`src/rtl/pss_pkg.sv`:
```
package pss_pkg;
  typedef enum logic [2:0] {
    M_RUN   = 3'd0,
    M_STOP3 = 3'd1,
    M_STOP2 = 3'd2,
    M_BGND  = 3'd3,
    M_WAKE  = 3'd4
  } pss_mode_e;

  typedef struct packed {
    logic dbg;
    logic rtc_en;
    logic lvd_hold;
  } pss_cfg_t;

  // Debug enable forces the shallow level.
  function automatic pss_mode_e f_stop_level(input logic sel2, input logic dbg);
    return (sel2 && !dbg) ? M_STOP2 : M_STOP3;
  endfunction

  function automatic logic f_wake_hit(input logic irq_n, input logic rtc,
                                      input logic rtc_en, input logic rst_n);
    return !irq_n || (rtc && rtc_en) || !rst_n;
  endfunction
endpackage

```
`src/rtl/pss_entry.sv`:
```
module pss_entry
  import pss_pkg::*;
(
  input  logic      clk,
  input  logic      por_n,
  input  logic      accept,
  input  logic      sel_stop2,
  input  logic      dbg_en,
  input  logic      rtc_wake_en,
  input  logic      cmp_bg_opt,
  input  logic      xosc_range_opt,
  output pss_mode_e target,
  output pss_cfg_t  cfg_q
);
  assign target = f_stop_level(sel_stop2, dbg_en);

  always_ff @(posedge clk or negedge por_n) begin
    if (!por_n) begin
      cfg_q <= '0;
    end else if (accept) begin
      cfg_q.dbg      <= dbg_en;
      cfg_q.rtc_en   <= rtc_wake_en;
      cfg_q.lvd_hold <= cmp_bg_opt || xosc_range_opt;
    end
  end

  assert_cfg_frozen_R13: assert property (@(posedge clk) disable iff (!por_n)
    !accept |=> $stable(cfg_q));
endmodule

```
`src/rtl/pss_wake.sv`:
```
module pss_wake
  import pss_pkg::*;
(
  input  logic clk,
  input  logic por_n,
  input  logic accept,
  input  logic in_stop,
  input  logic irq_n,
  input  logic rtc_irq,
  input  logic rtc_wake_en,
  input  logic cfg_rtc_en,
  input  logic rst_pin_n,
  output logic wake
);
  logic hit_entry, hit_stop, pend_q;

  assign hit_entry = f_wake_hit(irq_n, rtc_irq, rtc_wake_en, rst_pin_n);
  assign hit_stop  = f_wake_hit(irq_n, rtc_irq, cfg_rtc_en, rst_pin_n);

  always_ff @(posedge clk or negedge por_n) begin
    if (!por_n)        pend_q <= 1'b0;
    else if (accept)   pend_q <= hit_entry;
    else if (!in_stop) pend_q <= 1'b0;
  end

  assign wake = in_stop && (hit_stop || pend_q);

  assert_pend_kept_R14: assert property (@(posedge clk) disable iff (!por_n)
    accept && hit_entry |=> wake);
endmodule

```
`src/rtl/pss_flag.sv`:
```
module pss_flag (
  input  logic clk,
  input  logic por_n,
  input  logic set_i,
  input  logic ack_wr,
  input  logic ack_data,
  output logic flag_q,
  output logic flag_vis
);
  logic clr;
  assign clr = ack_wr && ack_data;

  always_ff @(posedge clk or negedge por_n) begin
    if (!por_n)     flag_q <= 1'b0;
    else if (set_i) flag_q <= 1'b1;
    else if (clr)   flag_q <= 1'b0;
  end

  assign flag_vis = flag_q || set_i;

  assert_ack_zero_R8: assert property (@(posedge clk) disable iff (!por_n)
    flag_q && !clr |=> flag_q);
  assert_ack_one_R8: assert property (@(posedge clk) disable iff (!por_n)
    clr && !set_i |=> !flag_q);
endmodule

```
`src/rtl/pwr_stop_seq.sv`:
```
module pwr_stop_seq
  import pss_pkg::*;
#(
  parameter int RST_HOLD = 4
) (
  input  logic       clk,
  input  logic       por_n,
  input  logic       stop_req,
  input  logic       sel_stop2,
  input  logic       dbg_en,
  input  logic       rtc_wake_en,
  input  logic       cmp_bg_opt,
  input  logic       xosc_range_opt,
  input  logic       rst_pin_n,
  input  logic       irq_n,
  input  logic       rtc_irq,
  input  logic       dbg_wake_cmd,
  input  logic       dbg_resume,
  input  logic       mem_status_req,
  input  logic       ack_wr,
  input  logic       ack_data,
  output logic [2:0] mode,
  output logic       por_rst,
  output logic       pin_latch_en,
  output logic       core_off_req,
  output logic       reg_standby_req,
  output logic       dbg_clk_en,
  output logic       irq_pullup_off,
  output logic       lvd_force_on,
  output logic       mem_req_err,
  output logic       ppd_flag
);
  localparam int CNT_W = $clog2(RST_HOLD) + 1;
  localparam logic [CNT_W-1:0] CNT_LAST = CNT_W'(RST_HOLD - 1);

  pss_mode_e state_q, state_d, target;
  pss_cfg_t  cfg_q;
  logic [CNT_W-1:0] cnt_q;
  logic accept, in_stop, wake, ppd_set, flag_q;

  assign accept  = stop_req && (state_q == M_RUN);
  assign in_stop = (state_q == M_STOP3) || (state_q == M_STOP2);
  assign ppd_set = (state_q == M_STOP2) && wake;

  pss_entry u_entry (
    .clk(clk), .por_n(por_n), .accept(accept), .sel_stop2(sel_stop2),
    .dbg_en(dbg_en), .rtc_wake_en(rtc_wake_en), .cmp_bg_opt(cmp_bg_opt),
    .xosc_range_opt(xosc_range_opt), .target(target), .cfg_q(cfg_q)
  );

  pss_wake u_wake (
    .clk(clk), .por_n(por_n), .accept(accept), .in_stop(in_stop),
    .irq_n(irq_n), .rtc_irq(rtc_irq), .rtc_wake_en(rtc_wake_en),
    .cfg_rtc_en(cfg_q.rtc_en), .rst_pin_n(rst_pin_n), .wake(wake)
  );

  pss_flag u_flag (
    .clk(clk), .por_n(por_n), .set_i(ppd_set), .ack_wr(ack_wr),
    .ack_data(ack_data), .flag_q(flag_q), .flag_vis(ppd_flag)
  );

  always_comb begin
    state_d = state_q;
    unique case (state_q)
      M_RUN:   if (accept) state_d = target;
      M_STOP3: if (wake) state_d = M_RUN;
               else if (dbg_wake_cmd && cfg_q.dbg) state_d = M_BGND;
      M_STOP2: if (wake) state_d = M_WAKE;
      M_BGND:  if (dbg_resume) state_d = M_RUN;
      M_WAKE:  if (cnt_q == CNT_LAST) state_d = M_RUN;
      default: state_d = M_RUN;
    endcase
  end

  always_ff @(posedge clk or negedge por_n) begin
    if (!por_n) begin
      state_q <= M_RUN;
      cnt_q   <= '0;
    end else begin
      state_q <= state_d;
      cnt_q   <= (state_q == M_WAKE) ? cnt_q + 1'b1 : '0;
    end
  end

  assign mode            = state_q;
  assign por_rst         = (state_q == M_WAKE);
  assign pin_latch_en    = (state_q == M_STOP2) || flag_q;
  assign core_off_req    = (state_q == M_STOP2);
  assign irq_pullup_off  = (state_q == M_STOP2);
  assign reg_standby_req = in_stop && !cfg_q.dbg;
  assign dbg_clk_en      = !in_stop || cfg_q.dbg;
  assign lvd_force_on    = (state_q == M_STOP3) && cfg_q.lvd_hold;
  assign mem_req_err     = in_stop && mem_status_req;

  assert_demote_R2: assert property (@(posedge clk) disable iff (!por_n)
    accept && dbg_en |=> mode == 3'd1);
  assert_stop2_pins_R4: assert property (@(posedge clk) disable iff (!por_n)
    mode == 3'd2 |-> pin_latch_en && core_off_req && irq_pullup_off && reg_standby_req);
  assert_full_reg_R3: assert property (@(posedge clk) disable iff (!por_n)
    in_stop && cfg_q.dbg |-> !reg_standby_req && dbg_clk_en);
  assert_reset_flag_R6: assert property (@(posedge clk) disable iff (!por_n)
    $rose(por_rst) |-> ppd_flag && pin_latch_en);
  assert_stop3_exit_R9: assert property (@(posedge clk) disable iff (!por_n)
    state_q == M_STOP3 && wake |=> mode == 3'd0 && !por_rst);
  assert_mem_err_R11: assert property (@(posedge clk) disable iff (!por_n)
    !in_stop |-> !mem_req_err);
endmodule

```
`config.mk`:
```
export PLATFORM = sky130hd
export DESIGN_NAME = pwr_stop_seq
export DESIGN_NICKNAME = d
export VERILOG_FILES = /design/src/rtl/pss_pkg.sv /design/src/rtl/pss_entry.sv /design/src/rtl/pss_wake.sv /design/src/rtl/pss_flag.sv /design/src/rtl/pwr_stop_seq.sv
export SDC_FILE = /design/constraint.sdc
export NUM_CORES = 1
export LEC_CHECK = 0
export ABC_AREA = 0
export CAP_MARGIN = 20
export CORE_UTILIZATION = 47
export CTS_BUF_LIST = sky130_fd_sc_hd__clkbuf_2 sky130_fd_sc_hd__clkbuf_4 sky130_fd_sc_hd__clkbuf_8
export DETAILED_ROUTE_END_ITERATION = 10
export PLACE_DENSITY = 0.86
export SKIP_CTS_REPAIR_TIMING = 1
export SLEW_MARGIN = 20
export SYNTH_ARGS = -nofsm -noshare
export SYNTH_HDL_FRONTEND = slang
export SYNTH_SLANG_ARGS = --single-unit
```
`constraint.sdc`:
```
create_clock -name clk -period 2.5 [get_ports clk]
set_input_delay 0.25 -clock clk [delete_from_list [all_inputs] [get_ports clk]]
set_output_delay 0.25 -clock clk [all_outputs]
set_load 0.01 [all_outputs]
```
==> After elaboration in Yosys (flattened, before gate mapping) <==
Index checks and enable logic that the tools add are counted.
{ "op_classes": {"addsub": 1, "eq_ne": 11, "n_mux": 13, "reduce_logical": 29} }
{ "op_table": {"columns": ["cell", "count"], "rows": [
  ["3-bit two-way mux", 7],
  ["3-bit case mux with 5 select lines", 1],
  ["1-bit logical AND", 11],
  ["1-bit logical OR", 10],
  ["3-bit by 2-bit equality test with 1-bit output (second input constant)", 3],
  ["2-bit inequality test (second input constant)", 3],
  ["1-bit zero test", 5],
  ["5-bit AND reduction", 1],
  ["1-bit two-way mux", 4],
  ["2-bit by 1-bit inequality test with 1-bit output (second input constant)", 2],
  ["3-bit by 1-bit adder with 3-bit output (second input constant)", 1],
  ["3-bit by 1-bit equality test with 1-bit output (second input constant)", 1],
  ["3-bit equality test (second input constant)", 1],
  ["3-bit zero test", 1],
  ["3-bit by 2-bit inequality test with 1-bit output (second input constant)", 1],
  ["2-bit two-way mux", 1],
  ["2-bit nonzero test", 1]
]} }
{ "word_totals": {"register_bits": 11, "inputBits": 16, "output_inout_bits": 12, "wordCells": 61} }

==> Logic depth before layout (Yosys ltp) <==
Gate-level depths: netlist of the first run.
{ "depth": {"depth_word": 7, "mapped_depth": 6, "ltp_nobuf": 6} }

==> Cells and area by module <==
A second synthesis of the first run with hierarchy kept.
{ "unflattened": {"cells_unflattened": 65, "hier_area_um2": 630.6} }
{ "by_module_without_submodules": {"columns": ["module", "instances", "cells_each", "area_per_inst_um2", "seq_area_each_um2"], "rows": [
  ["pwr_stop_seq", 1, 42, 390.4, 150.1],
  ["pss_entry", 1, 12, 131.4, 75.1],
  ["pss_wake", 1, 7, 66.3, 25.0],
  ["pss_flag", 1, 4, 42.5, 25.0]
]} }

==> Worst setup path before layout of the first run <==
No wires, ideal clock.
{ "synth_timing": {"path_type": "register to output", "startpoint": "register state_q[2], in the netlist mode[2]", "endpoint": "output ppd_flag", "arrival_time_ps": 1381, "t_required_ps": 2250, "path_slack_ps": 869, "stages_incl_launch_ff": 5, "n_path_buf": 1, "cell_sequence": "dfrtp_1 -> buf_2 -> nor3b_1 -> nand2_1 -> nand2b_1"} }
{ "synth_between": {"elab_chain_len": 5, "elab_cells_between_ends": 6, "cone_classes": "eq/ne (2); reduce/logical (4)"} }
{ "synth_rtl": {"columns": ["item", "line_no", "source"], "rows": [
  ["start, declared", "pwr_stop_seq.sv:36", "pss_mode_e state_q, state_d, target;"],
  ["start signal, assigned", "pwr_stop_seq.sv:80", "state_q <= state_d;"],
  ["3-bit by 2-bit equality test with 1-bit output *", null, null],
  ["named net core_off_req", "pwr_stop_seq.sv:25", "output logic core_off_req,"],
  ["1-bit logical OR", "pwr_stop_seq.sv:42", "assign in_stop = (state_q == M_STOP3) || (state_q == M_STOP2);"],
  ["1-bit logical AND", "pss_wake.sv:26", "assign wake = in_stop && (hit_stop || pend_q);"],
  ["1-bit logical AND *", "pwr_stop_seq.sv:43", "assign ppd_set = (state_q == M_STOP2) && wake;"],
  ["1-bit logical OR *", "pss_flag.sv:19", "assign flag_vis = flag_q || set_i;"],
  ["end, declared", "pwr_stop_seq.sv:31", "output logic ppd_flag"]
]} }
Mark *: on every way through the listed nets, which the timed path passes. The rest lies on a longest branch.

==> Worst setup path in the final report of the first run <==
{ "layout_timing": {"startpoint": "register state_q[1], in the netlist mode[1]", "endpoint": "output ppd_flag"} }
{ "layout_between": {"elab_chain_len": 5, "elab_cells_between_ends": 6, "cone_classes": "eq/ne (2); reduce/logical (4)"} }
{ "layout_rtl": {"columns": ["item", "line_no"], "rows": [
  ["3-bit by 1-bit equality test with 1-bit output / 3-bit by 2-bit equality test with 1-bit output (equally long branches)", "pwr_stop_seq.sv:42, pwr_stop_seq.sv:43"],
  ["1-bit logical OR", "pwr_stop_seq.sv:42"],
  ["1-bit logical AND", "pss_wake.sv:26"],
  ["1-bit logical AND *", "pwr_stop_seq.sv:43"],
  ["1-bit logical OR *", "pss_flag.sv:19"]
]} }
Mark *: on every way between the ends. The rest lies on a longest branch, timed or not.

==> flow_summary.ini, run 1 <==
[grt]
grt-ovfl-total = 0
grt_pass1_wl_um = 2194
grt_max_degree = 14
grt_usage = 0.2094
grt_pass1_vias = 516
grt_antenna_before_repair = 0

[timing]
slew_violations = 0
fmax_ghz = 0.4273
skew_ns = 0.0009203
finalHoldViolations = 0
period_share = 0.9361
timing.hold.ws_ns = 0.3215
fin_crit_ns = 2.340
setup_tns_ns = 0
setup_viol = 0
worst_pin_slew_ns = 0.5222
relSlewSlack = 0.6508
rsz0062_at_grt = no

[logic_synthesis]
synth_largest_type_area_fraction = 0.3943
ys_top_cells_by_area = dfrtp_1 39%, nand2_1 5.4%, nor2_1 3.8%
yosys.area.top_type = dfrtp_1
muxShareOfSynthArea = 0.06810
synth.avg_cell_area_um2 = 9.697
syn_inst = 72
synth_compound_area_frac = 0.1541
synth_xor_area_frac = 0
yosysWarnings = 0
synth_fp_nets = 90
ys_seq_elements = 11
ys_types = 34
synth_top_family_by_area = simple AND/OR/NAND/NOR gates
synthSimpleGateAreaFrac = 0.2706
synthAdderAreaFrac = 0.03584
syn-cell-area_um2 = 698.2
ys_seq_area_frac = 0.3943

[clock_network]
clkTransAtPathRegs_ns = 0.07
cts_buffers = 3
clock_sinks = 11
cts_max_level = 1
cts_buffer_depth = 2
cts_tree = yes
insertion_delay_ns = 0.27
cts_root_buffer = clkbuf_4

[final_layout]
final_common_cell = clkdlybuf4s50_1
antenna_cells = 0
drive_gt1_frac = 0.1600
final_cell_mix = 27 x clkdlybuf4s50_1, 11 x dfrtp_1, 10 x nand2_1, 7 x nor2_1, 5 x inv_1
fin_nets = 119
syn2layout_area_growth_pct = 41.76

[setup_path]
cp-start-kind = flip-flop
critPathMaxFanout = 12
cp.arrival_ns = 2.09
path_class = reg -> out
r2r-start = cnt_q[0]
required_ns = 2.25
crit_path_start = mode[1]
worstSetupEndpointType = output pin

[routing]
vias = 615
first_pass_iters = 4
antenna_left = 0
wirelength_um = 1494
drt_iter0_drc = 11
viasPerCell = 5.348
drc_errors = 0
wl_per_cell_um = 12.99

[floorplanning]
core-area_um2 = 1334
io_pins = 28
die_h_um = 40.54
rows = 13
initial_core_util = 0.5235
die_area_um2 = 1643
die_width_um = 40.54

[flow_run]
maxCapViolCount = 0

[placement]
hpwl_um = 1127
port-buffer-count = 27
globalplace.congestion = 0.8532

[outcome]
outcome = complete, no violations

[pwr]
irDropWorstVdd_mv = 0.6186
leakagePower_nw = 0.4436
power.density_nw_per_um2 = 1094

[min_path]
hold_class = in -> async
==> sequential cells by signal, indices dropped and copies added, names as in the netlist <==
register	count
cnt_q	3
u_entry.cfg_q	3
u_wake.pend_q	1
mode	3
u_flag.flag_q	1
==> synthesized netlist by cell type, drive strengths merged <==
| master | instances |
|---|---|
| dfrtp | 11 |
| o2bb2ai | 1 |
| or2 | 1 |
| buf | 4 |
| o31ai | 1 |
| a21oi | 4 |
| and3b | 1 |
| nand2b | 1 |
| inv | 5 |
| a31oi | 1 |
| o311ai | 1 |
| mux2 | 3 |
| nor3 | 2 |
| nor3b | 3 |
| and4bb | 1 |
| ha | 2 |
| a21o | 1 |
| and2 | 1 |
| a311o | 1 |
| nand3 | 1 |
| nand2 | 11 |
| or3 | 1 |
| mux2i | 1 |
| nor2 | 7 |
| and3 | 2 |
| and2b | 2 |
| o21ai | 2 |
==> critical path, stage by stage, from the launching register on <==
cell and delay [ns]:
dfrtp_1 0.55, nor3b_1 0.44, nand2_1 0.17, nand2b_1 0.12
clkdlybuf4s50_1 0.54
==> final timing paths <==
kind,end,slack [ns],cells past startpoint
worst max-delay path,ppd_flag,0.16,4
worst min-delay path,u_flag.flag_q,0.32,1
worst max register to register,mode[1],0.87,6
worst min register to register,cnt_q[0],0.43,1
max in group asynchronous,cnt_q[0],1.83,1
min in group clk,cnt_q[0],0.43,1
==> power breakdown <==
part | total [W] | internal, W | switching, W
registers | 0.000316 | 0.000243 | 0.0000728
clock network | 0.000135 | 0.0000727 | 0.0000621
logic | 0.000632 | 0.000350 | 0.000282
total | 0.00108 | 0.000666 | 0.000417
==> logic make-up (layout without fill, tap and decap cells) <==
group           after synthesis  after routing
compound gates               12             12
fa+ha+maj                     2              2
buf+inv                       9             37
flops                        11             11
mux                           4              4
simple gates                 34             34
==> metal layers <==
metal,track usage,up-vias,wire length (um),share of wire
met5,0,-,0,0
met4,0.1250,0,14,0.0094
met3,0.03333,2,62,0.041
met2,0.3611,20,740,0.50
met1,0.2389,289,677,0.45
li1,-,304,-,-
==> through the flow <==
| step | cell area (um^2) | power [W] | worst slack, ns | util | cells |
|---|---|---|---|---|---|
| 2_1_floorplan | 698.2 | 0.0007119 | 0.8695 | - | 72 |
| 3_3_place_gp | 959.7 | 0.0009321 | 0.5015 | 0.7195 | 111 |
| 3_5_place_dp | 959.7 | 0.0009511 | 0.4742 | 0.7195 | 111 |
| 4_1_cts | 989.7 | 0.001090 | 0.1798 | 0.7420 | 115 |
| 5_1_grt | 989.7 | 0.001156 | 0.09475 | 0.7420 | 115 |
| 6_report | 989.7 | 0.001083 | 0.1597 | 0.7420 | 115 |
==> cell type report <==
type	instances	area, um^2
clock buffer	4	30.03
multi-input combinational	52	369.1
sequential	11	275.3
fill	101	344.1
inverter	5	18.77
tap	15	18.77
timing repair buffer	28	277.8
Power figures use the tool's default switching activity.
==> inputs of run 2 (changes only) <==
- CORE_MARGIN: unset -> 5
==> run 2 against run 1 <==
Effect of this change:
- utilization shrank 6.0 points
- clock power is essentially flat
- register-to-register slack lost 0.02 ns
- worst hold slack lost 0.0045 ns
- critical path type unchanged
- non-clock buffer count is the same
- sequential power grew 3%
- sequential share of layout area is essentially flat
- clock-buffer cell count is the same
- largest cell class unchanged
- worst setup slack gained 0.029 ns
- global-route usage shrank 7.4 points
- die area grew 43%
- clock skew grew 0.0011 ns
==> flow_summary.ini, run 2 (synthesis results as in run 1) <==
[timing]
relSlewSlack = 0.6657
fin_crit_ns = 2.312
worst_pin_slew_ns = 0.4999
setup_viol = 0
fmax_ghz = 0.4326
skew_ns = 0.001991
setup_tns_ns = 0
slew_violations = 0
period_share = 0.9246
finalHoldViolations = 0
rsz0062_at_grt = no

[setup_path]
r2r_end = mode[1]
crit_path_start = mode[1]
critPathMaxFanout = 12
cp-start-kind = flip-flop
cp.arrival_ns = 2.06
regToRegSetupSlack_ns = 0.85
r2r_cells = 6
r2r-start = cnt_q[0]
critPathCapture = ppd_flag
required_ns = 2.25
worstSetupEndpointType = output pin
path_class = reg -> out

[grt]
grt_max_degree = 13
grt_antenna_before_repair = 0
grt_pass1_vias = 576
grt_usage = 0.1352
grt_pass1_wl_um = 2622
grt-ovfl-total = 0

[clock_network]
cts_tree = yes
clkTransAtPathRegs_ns = 0.07
cts_max_level = 1
insertion_delay_ns = 0.26
cts_root_buffer = clkbuf_4
cts_buffer_depth = 2
clock_sinks = 11
cts_buffers = 3

[routing]
viasPerCell = 5.371
first_pass_iters = 4
wl_per_cell_um = 13.58
antenna_left = 0
drc_errors = 0
wirelength_um = 1575
drt_iter0_drc = 14
vias = 623

[floorplanning]
core-area_um2 = 1454
io_pins = 28
die_area_um2 = 2356
die_h_um = 48.54
die_width_um = 48.54
initial_core_util = 0.4802
rows = 14

[pwr]
p_int_w = 0.0006652
power.density_nw_per_um2 = 1088
leakagePower_nw = 0.4436
swShare = 0.3831
seqPwrFrac = 0.301
irDropWorstVdd_mv = 0.5666
total_power_w = 0.001078
power_frac_comb = 0.576
clkPwrFrac = 0.124
power.net_switching_w = 0.0004131

[placement]
placed_area_um2 = 960.9
hpwl_um = 1197
globalplace.congestion = 0.8249
port-buffer-count = 27

[min_path]
hold_class = in -> async

[final_layout]
drive_gt1_frac = 0.1600
fill_cells = 119
antenna_cells = 0
final_common_cell = clkdlybuf4s50_1
fin_nets = 119
syn2layout_area_growth_pct = 41.94
fin_area_um2 = 991.0
final_cell_mix = 27 x clkdlybuf4s50_1, 11 x dfrtp_1, 10 x nand2_1, 7 x nor2_1, 5 x inv_1

[flow_run]
maxCapViolCount = 0

[outcome]
outcome = complete, no violations
[run 2: worst min path at each step]
stage | startpoint | cells past startpoint | to
2_1_floorplan | por_n | 0 | cnt_q[0]
3_3_place_gp | cnt_q[0] | 1 | cnt_q[0]
3_5_place_dp | cnt_q[0] | 1 | cnt_q[0]
4_1_cts | por_n | 1 | cnt_q[2]
5_1_grt | por_n | 1 | mode[0]
6_report | por_n | 1 | cnt_q[2]
[run 2: area by class of cell]
type	instances	area, um^2	area share
multi-input cells	52	369.1	0.3725
repair buffers	28	277.8	0.2803
flip-flops and latches	11	275.3	0.2778
clock buffers	4	30.03	0.03030
well taps	16	20.02	0.02020
inverters	5	18.77	0.01894
[run 2: worst max-delay path: stages (launching register included)]
cell	delay (ns)
dfrtp_1	0.54
nor3b_1	0.44
nand2_1	0.18
nand2b_1	0.11
clkdlybuf4s50_1	0.53
[run 2: through the flow]
stage	setup WS, ns	hold slack, ns	utilization	std cells
finish	0.1884	0.3170	0.6816	116
global route	0.01913	0.3575	0.6816	116
CTS	0.1881	0.3355	0.6816	116
detailed placement	0.4918	0.4375	0.6609	112
global placement	0.5049	0.4263	0.6609	112
floorplan	0.8695	-0.04559	-	72
[run 2: power by group through the flow]
stage               logic, W  clock network (W)  registers, W
floorplan           0.000419                  0      0.000293
global placement    0.000611                  0      0.000322
detailed placement  0.000620                  0      0.000326
CTS                 0.000625           0.000138      0.000323
global route        0.000674           0.000147      0.000338
finish              0.000621           0.000133      0.000324
[run 2: routing by layer]
metal / vias to the layer above / part of all wire / track usage
met2: 14 / 0.51 / 0.2239
met5: - / 0 / 0
met1: 302 / 0.44 / 0.1718
met4: 0 / 0.0076 / 0.05381
met3: 2 / 0.047 / 0.02454
li1: 305 / - / -
